`src/rtl/stat_wr_pkg.sv`:
```
package stat_wr_pkg;
  localparam int WORD_W = 32;
  // Status field positions
  localparam int ST_CU_HI = 31;
  localparam int ST_CU_LO = 28;
  localparam int ST_MX = 24;
  localparam int ST_SR = 20;
  localparam int ST_NMI = 19;
  localparam int ST_KSU_HI = 4;
  localparam int ST_KSU_LO = 3;
  // TCStatus field positions
  localparam int TC_TCU_HI = 31;
  localparam int TC_TCU_LO = 28;
  localparam int TC_TMX = 27;
  localparam int TC_TKSU_HI = 12;
  localparam int TC_TKSU_LO = 11;
  localparam int TC_ASID_HI = 7;
  localparam int ASID_W = TC_ASID_HI + 1;
  localparam logic [WORD_W-1:0] TC_FIELD_MASK = 32'hF800_18FF;

  typedef struct packed {
    logic statusWe;
    logic tcWe;
    logic tcToActive;
  } wrStrobes_t;

  function automatic logic [WORD_W-1:0] tcMerge(input logic [WORD_W-1:0] oldTc,
                                                input logic [WORD_W-1:0] st,
                                                input logic [ASID_W-1:0] asid);
    logic [WORD_W-1:0] ins;
    ins = '0;
    ins[TC_TCU_HI:TC_TCU_LO] = st[ST_CU_HI:ST_CU_LO];
    ins[TC_TMX] = st[ST_MX];
    ins[TC_TKSU_HI:TC_TKSU_LO] = st[ST_KSU_HI:ST_KSU_LO];
    ins[TC_ASID_HI:0] = asid;
    return (oldTc & ~TC_FIELD_MASK) | ins;
  endfunction
endpackage

```
`src/rtl/status_wr_ctrl.sv`:
```
module status_wr_ctrl
  import stat_wr_pkg::*;
#(
  parameter int TC_IDX_W = 2
) (
  input  logic                wrEn,
  input  logic                userMode,
  input  logic                r6Mode,
  input  logic                mtEnable,
  input  logic [WORD_W-1:0]   wrData,
  input  logic [WORD_W-1:0]   rwMask,
  input  logic [TC_IDX_W-1:0] targetTc,
  input  logic [TC_IDX_W-1:0] currentTc,
  output wrStrobes_t          strb,
  output logic [WORD_W-1:0]   effMask
);
  logic hasSupervisor;
  logic ksuReserved;
  logic [WORD_W-1:0] setOnlyBits;

  always_comb begin
    hasSupervisor = (rwMask[ST_KSU_HI:ST_KSU_LO] == 2'b11);
    ksuReserved = (wrData[ST_KSU_HI:ST_KSU_LO] == 2'b11);
    setOnlyBits = '0;
    setOnlyBits[ST_SR] = 1'b1;
    setOnlyBits[ST_NMI] = 1'b1;
    effMask = rwMask;
    if (r6Mode) begin
      if (hasSupervisor && ksuReserved) effMask[ST_KSU_HI:ST_KSU_LO] = 2'b00;
      effMask = effMask & ~(setOnlyBits & wrData);
    end
  end

  always_comb begin
    strb.statusWe = wrEn && !userMode;
    strb.tcWe = wrEn && !userMode && mtEnable;
    strb.tcToActive = (targetTc == currentTc);
  end
endmodule

```
`src/rtl/status_wr_dpath.sv`:
```
module status_wr_dpath
  import stat_wr_pkg::*;
#(
  parameter int NUM_TC = 4,
  parameter int TC_IDX_W = 2,
  parameter logic [31:0] RESET_STATUS = 32'h0040_0004
) (
  input  logic                     clk,
  input  logic                     rst,
  input  wrStrobes_t               strb,
  input  logic [WORD_W-1:0]        effMask,
  input  logic [WORD_W-1:0]        wrData,
  input  logic [ASID_W-1:0]        asidIn,
  input  logic [TC_IDX_W-1:0]      targetTc,
  output logic [WORD_W-1:0]        statusQ,
  output logic [WORD_W-1:0]        activeQ,
  output logic [NUM_TC*WORD_W-1:0] entriesQ
);
  logic [WORD_W-1:0] nextStatus;

  assign nextStatus = (statusQ & ~effMask) | (wrData & effMask);

  always_ff @(posedge clk) begin
    if (rst) statusQ <= RESET_STATUS;
    else if (strb.statusWe) statusQ <= nextStatus;
  end

  always_ff @(posedge clk) begin
    if (rst) activeQ <= '0;
    else if (strb.tcWe && strb.tcToActive) activeQ <= tcMerge(activeQ, nextStatus, asidIn);
  end

  for (genvar i = 0; i < NUM_TC; i++) begin : g_entry
    logic [WORD_W-1:0] entryQ;
    always_ff @(posedge clk) begin
      if (rst) entryQ <= '0;
      else if (strb.tcWe && !strb.tcToActive && (targetTc == TC_IDX_W'(i)))
        entryQ <= tcMerge(entryQ, nextStatus, asidIn);
    end
    assign entriesQ[i*WORD_W +: WORD_W] = entryQ;
  end

  assert_reset_state_R2: assert property (@(posedge clk)
    rst |=> (statusQ == RESET_STATUS && activeQ == '0 && entriesQ == '0));
  assert_indexed_leaves_active_R8: assert property (@(posedge clk) disable iff (rst)
    (strb.tcWe && !strb.tcToActive) |=> $stable(activeQ));
  assert_active_leaves_entries_R8: assert property (@(posedge clk) disable iff (rst)
    (strb.tcWe && strb.tcToActive) |=> $stable(entriesQ));
  assert_tc_needs_status_R9: assert property (@(posedge clk) disable iff (rst)
    strb.tcWe |-> strb.statusWe);
endmodule

```
`src/rtl/status_wr_unit.sv`:
```
module status_wr_unit
  import stat_wr_pkg::*;
#(
  parameter int NUM_TC = 4,
  parameter int TC_IDX_W = (NUM_TC > 1) ? $clog2(NUM_TC) : 1,
  parameter logic [31:0] RESET_STATUS = 32'h0040_0004
) (
  input  logic                     clk,
  input  logic                     rst,
  input  logic                     wrEn,
  input  logic [31:0]              wrData,
  input  logic [31:0]              rwMask,
  input  logic                     r6Mode,
  input  logic                     mtEnable,
  input  logic                     userMode,
  input  logic [7:0]               asidIn,
  input  logic [TC_IDX_W-1:0]      targetTc,
  input  logic [TC_IDX_W-1:0]      currentTc,
  output logic [31:0]              statusOut,
  output logic [31:0]              activeTcStatus,
  output logic [NUM_TC*32-1:0]     tcStatusFlat
);
  wrStrobes_t strb;
  logic [WORD_W-1:0] effMask;

  status_wr_ctrl #(.TC_IDX_W(TC_IDX_W)) u_ctrl (
    .wrEn(wrEn), .userMode(userMode), .r6Mode(r6Mode), .mtEnable(mtEnable),
    .wrData(wrData), .rwMask(rwMask), .targetTc(targetTc), .currentTc(currentTc),
    .strb(strb), .effMask(effMask)
  );

  status_wr_dpath #(.NUM_TC(NUM_TC), .TC_IDX_W(TC_IDX_W), .RESET_STATUS(RESET_STATUS)) u_dpath (
    .clk(clk), .rst(rst), .strb(strb), .effMask(effMask), .wrData(wrData),
    .asidIn(asidIn), .targetTc(targetTc), .statusQ(statusOut),
    .activeQ(activeTcStatus), .entriesQ(tcStatusFlat)
  );

  assert_mask_guard_R1: assert property (@(posedge clk) disable iff (rst)
    1'b1 |=> (((statusOut ^ $past(statusOut)) & ~$past(rwMask)) == '0));
  assert_user_blocked_R10: assert property (@(posedge clk) disable iff (rst)
    (userMode || !wrEn) |=> ($stable(statusOut) && $stable(activeTcStatus) && $stable(tcStatusFlat)));
  assert_sr_not_set_R4: assert property (@(posedge clk) disable iff (rst)
    (r6Mode && wrData[ST_SR]) |=> $stable(statusOut[ST_SR]));
  assert_nmi_not_set_R4: assert property (@(posedge clk) disable iff (rst)
    (r6Mode && wrData[ST_NMI]) |=> $stable(statusOut[ST_NMI]));
  assert_mt_off_R9: assert property (@(posedge clk) disable iff (rst)
    !mtEnable |=> ($stable(activeTcStatus) && $stable(tcStatusFlat)));
  assert_active_copy_R6: assert property (@(posedge clk) disable iff (rst)
    (wrEn && !userMode && mtEnable && targetTc == currentTc) |=>
      (activeTcStatus[TC_TCU_HI:TC_TCU_LO] == statusOut[ST_CU_HI:ST_CU_LO] &&
       activeTcStatus[TC_TMX] == statusOut[ST_MX] &&
       activeTcStatus[TC_TKSU_HI:TC_TKSU_LO] == statusOut[ST_KSU_HI:ST_KSU_LO]));
endmodule

```
`config.mk`:
```
export PLATFORM = sky130hd
export DESIGN_NAME = status_wr_unit
export DESIGN_NICKNAME = d
export VERILOG_FILES = /design/src/rtl/stat_wr_pkg.sv /design/src/rtl/status_wr_ctrl.sv /design/src/rtl/status_wr_dpath.sv /design/src/rtl/status_wr_unit.sv
export SDC_FILE = /design/constraint.sdc
export NUM_CORES = 1
export LEC_CHECK = 0
export CAP_MARGIN = 20
export CORE_MARGIN = 3
export CORE_UTILIZATION = 34
export DETAILED_ROUTE_END_ITERATION = 16
export GPL_TIMING_DRIVEN = 0
export MAX_ROUTING_LAYER = met4
export PLACE_DENSITY = 0.8
export SYNTH_ARGS = -nofsm -noshare
export SYNTH_HDL_FRONTEND = slang
export SYNTH_SLANG_ARGS = --single-unit
export TNS_END_PERCENT = 10
```
`constraint.sdc`:
```
create_clock -name clk -period 1.2 [get_ports clk]
set_input_delay 0.24 -clock clk [delete_from_list [all_inputs] [get_ports clk]]
set_output_delay 0.24 -clock clk [all_outputs]
set_load 0.02 [all_outputs]
```
### Yosys cells after proc, flatten, opt, wreduce, memory -nomap -nowiden

Index checks and enable logic that the tools add are counted.

| operators by class | value |
|---|---|
| equality and inequality tests | 6 |
| multiplexer cells | 3 |
| bitwise gates (word level) | 11 |
| reductions and logical operators | 12 |

Operators with widths:

| kind | number |
|---|---|
| 27-bit by 32-bit OR with 32-bit output | 5 |
| 32-bit bitwise AND | 3 |
| 32-bit 2-to-1 mux | 1 |
| 21-bit inverter with 32-bit output | 1 |
| 32-bit inverter | 1 |
| 32-bit OR | 1 |
| 1-bit logical AND | 9 |
| 2-bit equality test (second input constant) | 4 |
| 2-bit 2-to-1 mux | 2 |
| 2-bit by 1-bit equality test with 1-bit output (second input constant) | 1 |
| 2-bit equality test | 1 |
| 1-bit logical NOT | 2 |
| 2-bit logical NOT | 1 |

| word-level totals | value |
|---|---|
| bits in registers | 192 |
| input port bits | 82 |
| output and inout port bits | 192 |

### Logic depth before layout (Yosys ltp)

| depth | value |
|---|---|
| depth after elaboration | 10 |
| gate-level depth with buffers | 6 |
| depth with buffers taken out | 4 |

### Modules after synthesis

From an unflattened synthesis, not the netlist that was laid out.

| second synthesis, totals | value |
|---|---|
| cell total of the unflattened synthesis | 562 |
| area, all modules | 4,868.4 µm² |

Modules (own cells, without submodules):

| module | times used | cells an instance | area each (µm²) |
|---|---|---|---|
| status_wr_dpath | 1 | 524 | 4,573.1 |
| status_wr_ctrl | 1 | 38 | 295.3 |

### Least setup slack after synthesis

No wires, ideal clock.

| path | value |
|---|---|
| kind | input-to-reg |
| start point | input port userMode |
| end point | register u_dpath.g_entry[1].entryQ[11] |
| arrival time | 1,154 ps |
| slack | -82 ps |
| stages | 5 |
| cell sequence | nand3b_4 nor4b_4 buf_6 mux2i_1 nor2_1 |

| on the way | value |
|---|---|
| cells in the longest elaborated chain, start to end | 5 |

RTL lines:

| element | line | source |
|---|---|---|
| start: declaration | status_wr_unit.sv:15 | `input logic userMode,` |
| 1-bit logical NOT | status_wr_ctrl.sv:36 | `strb.tcWe = wrEn && !userMode && mtEnable;` |
| 1-bit logical AND (2 in series) | status_wr_ctrl.sv:36 |  |
| 1-bit logical AND (2 in series) | status_wr_dpath.sv:37 | `else if (strb.tcWe && !strb.tcToActive && (targetTc == TC_IDX_W'(i)))` |
| end signal: assignment | status_wr_dpath.sv:38 | `entryQ <= tcMerge(entryQ, nextStatus, asidIn);` |
| end: declaration | status_wr_dpath.sv:34 | `logic [WORD_W-1:0] entryQ;` |

No other way between the ends.
A chain may end at the register's enable or synchronous reset.

### Worst setup path after layout

| path | value |
|---|---|
| start point | register u_dpath.statusQ[8] |
| end point | output port statusOut[8] |

RTL lines:

| element | line | source |
|---|---|---|
| start: declaration | status_wr_dpath.sv:15 | `output logic [WORD_W-1:0] statusQ,` |
| start signal: assignment | status_wr_dpath.sv:25 | `else if (strb.statusWe) statusQ <= nextStatus;` |
| end: declaration | status_wr_unit.sv:19 | `output logic [31:0] statusOut,` |

No word-level cell between the ends.

==> results.tsv <==
metric	value	unit
WP data required	960	ps
Yosys cell types	28	
Post-Syn Area	4697	um2
Clock Tree Root	clkbuf_16	
DR top layer	met4	
Setup TNS	0	ps
antenna violations before repair	0	
drc violations	0	
status	finished clean	
Crit Reg-Reg Endpoint	u_dpath.g_entry[0].entryQ[11]$_SDFFE_PP0P_	
first-pass GRT wire length	21.29	mm
leak pwr	0.003227	uW
Setup crit start	u_dpath.statusQ[8]$_SDFFE_PP0P_	
Clock transition at path regs	70	ps
crit-path leading delay family	flip-flops	
Post-DP HPWL	11.11	mm
Synth area leaders	dfxtp_1 46%, buf_4 14%, mux2i_1 10%	
syn avg cell area	9.050	um2
starting density of the core	0.3505	
Comb power frac	0.172	
reg2reg start	u_dpath.statusQ[3]$_SDFFE_PP0P_	
GRT Residual Overflow	0	
clock network power share	0.368	
share of the clock period used by the worst path	0.9802	
r2r setup slk	100	ps
Die Area	15260	um2
register area	2146	um2
Die X	123.5	um
Crit Path Max Fanout	2	
DR WL met3	1.582	mm
GPL Wtd Cong	0.7935	
I/O Buffers	187	
Top Ports	274	
CTS sink cnt	107	
number of global-route vias before repair	3927	
largest net degree at the start of global routing	19	
vias	4296	
CP max stage delay	330	ps
post-synth top area cell	dfxtp_1	
WP buf/inv	1	
unrepaired setup endpoints after global routing	yes	
crit start category	register	
register area share after synthesis	0.4560	
Layout Utilization	0.5247	
area grow syn2layout	49.71	%
GRT Total Usage	0.1897	
WP depth	1	
Switch Pwr	2180	uW
row count	42	
Die Ht	123.5	um
layout cells sized above 1	0.3272	
DRT Pass-1 Iters	5	
worst vdd ir	1.226	mV
fillcell total	1308	
Yosys top cell area share	0.4560	
met2 wire length	7.021	mm
post-DR vias/cell	4.344	
TritonCTS clock tree	done	
Hold Fails Final Rpt	0	
Core Region	13400	um2
max_cap viols	0	
Synth Warn #	0	
initial drt markers	161	
Worst Hold Class	in -> reg	
Critical Path Sink	statusOut[8]	
Multi-input gate area	2132	um2
Detail Route Antenna Nets	0	
WP data arrival	940	ps
CP max-delay cell	dfxtp_1	
power per cell area	1134	nW/um2
Post-Route Skew	7.114	ps
sequential share of power	0.460	
internal power	5792	uW
antenna cells	0	
CTS Buffer Depth	2	
wire length on met1	5.693	mm
Slew Limit Headroom	0.5802	
wire per inst	14.79	um
commonest non-fill, non-tap cell in the layout	buf_2	
upper clock frequency limit	850.1	MHz
measured slew at the worst slew-check pin	629.7	ps
flops & latches, synth	107	
CP Class	reg -> out	
Synth Instances	519	
Routed WL	14.63	mm
most frequent cells in the layout	108 x buf_2, 104 x dfxtp_1, 95 x buf_4	
worst-path cell chain	clkdlybuf4s15_2	
# H-tree levels	3	
R2R depth	4	
Sw Ratio	0.2735	
Crit. End Element	output port	
max-slew violations	0	
clk_lat worst skew	350	ps
min cycle time layout	1176	ps
nets@finish	890	
CTS Buf Count	9	
final setup vio count	0	
[logic make-up after synthesis]
group                     after synthesis  share of synthesized area
AOI/OAI and AO/OA                      69                     0.1002
xor gates and xnor gates                2                   0.003730
buffers and inverters                 117                     0.1702
DFF                                   107                     0.4560
muxes                                  49                     0.1044
other                                   1                  0.0007984
and+or+nand+nor                       174                     0.1646
[sequential cells by signal, summed over array words and instances (netlist names)]
name and count:
u_dpath.activeQ 15, u_dpath.g_entry.entryQ 60, u_dpath.statusQ 32
[cells in the mapped netlist]
cell	n
dfxtp_1	107
buf_4	89
nor2_1	75
nand2_1	65
mux2i_1	49
a21oi_1	31
a211oi_1	25
nand3_1	21
clkbuf_1	14
buf_2	9
a211oi_2	5
inv_1	3
nor2b_1	3
a21boi_0	2
a311o_1	2
a31oi_1	2
a41oi_1	2
buf_6	2
nor3_1	2
nor4b_4	2
xor2_1	2
and3b_1	1
and4_1	1
conb_1	1
nand3b_4	1
nand4_1	1
nor3_2	1
nor4_2	1
[power by group through the flow]
stage	clock network, uW	registers [uW]	logic (uW)
3_3_place_gp	0	3750	1390
2_1_floorplan	0	3840	730
3_5_place_dp	0	3750	1400
5_1_grt	3140	3680	1490
6_report	2930	3670	1370
4_1_cts	3020	3670	1370
[metal layers]
layer  track usage  vias up
met3       0.07182       24
met2        0.3133      181
met4       0.06713        0
met5             -        -
met1        0.2099     1942
li1              -     2149
[area by class of cell]
cell class	count	area share
Buffer	114	0.1176
Clock buffer	11	0.03594
Clock inverter	5	0.006406
Inverter	3	0.001601
Multi-Input combinational cell	379	0.3032
Sequential cell	107	0.3052
Tap cell	176	0.03132
Timing Repair Buffer	194	0.1988
[per-stage QoR]
step / cells / setup WS (ps) / hold WS (ps) / total power, uW / area, um2
2_1_floorplan: 603 / -81.61 / 376.0 / 4571 / 5012
3_3_place_gp: 966 / -867.4 / 440.3 / 5137 / 7104
3_5_place_dp: 966 / -903.6 / 448.7 / 5148 / 7104
4_1_cts: 989 / -98.23 / 432.6 / 8056 / 7114
5_1_grt: 989 / -14.72 / 409.4 / 8299 / 7032
6_report: 989 / 23.73 / 401.1 / 7972 / 7032
[how the worst min path moves through the flow]
stage / from / end / slack, ps / cells after the start
6_report: rwMask[3] / u_dpath.g_entry[3].entryQ[12]$_SDFFE_PP0P_ / 400 / 4
5_1_grt: rwMask[3] / u_dpath.g_entry[3].entryQ[12]$_SDFFE_PP0P_ / 410 / 4
4_1_cts: wrData[23] / u_dpath.statusQ[23]$_SDFFE_PP0P_ / 430 / 3
3_5_place_dp: u_dpath.g_entry[3].entryQ[7]$_SDFFE_PP0P_ / u_dpath.g_entry[3].entryQ[7]$_SDFFE_PP0P_ / 450 / 2
3_3_place_gp: u_dpath.g_entry[3].entryQ[2]$_SDFFE_PP0P_ / u_dpath.g_entry[3].entryQ[2]$_SDFFE_PP0P_ / 440 / 2
2_1_floorplan: asidIn[0] / u_dpath.g_entry[3].entryQ[0]$_SDFFE_PP0P_ / 380 / 2
[timing repair]
item	in CTS	in global routing
hold buffers	0	0
setup buffers	4	0
setup endpoints to repair	214	116
gates resized for setup	454	41
pin swaps	6	4
gates cloned	3	0
Note: power is estimated with default switching activity, not from simulation.
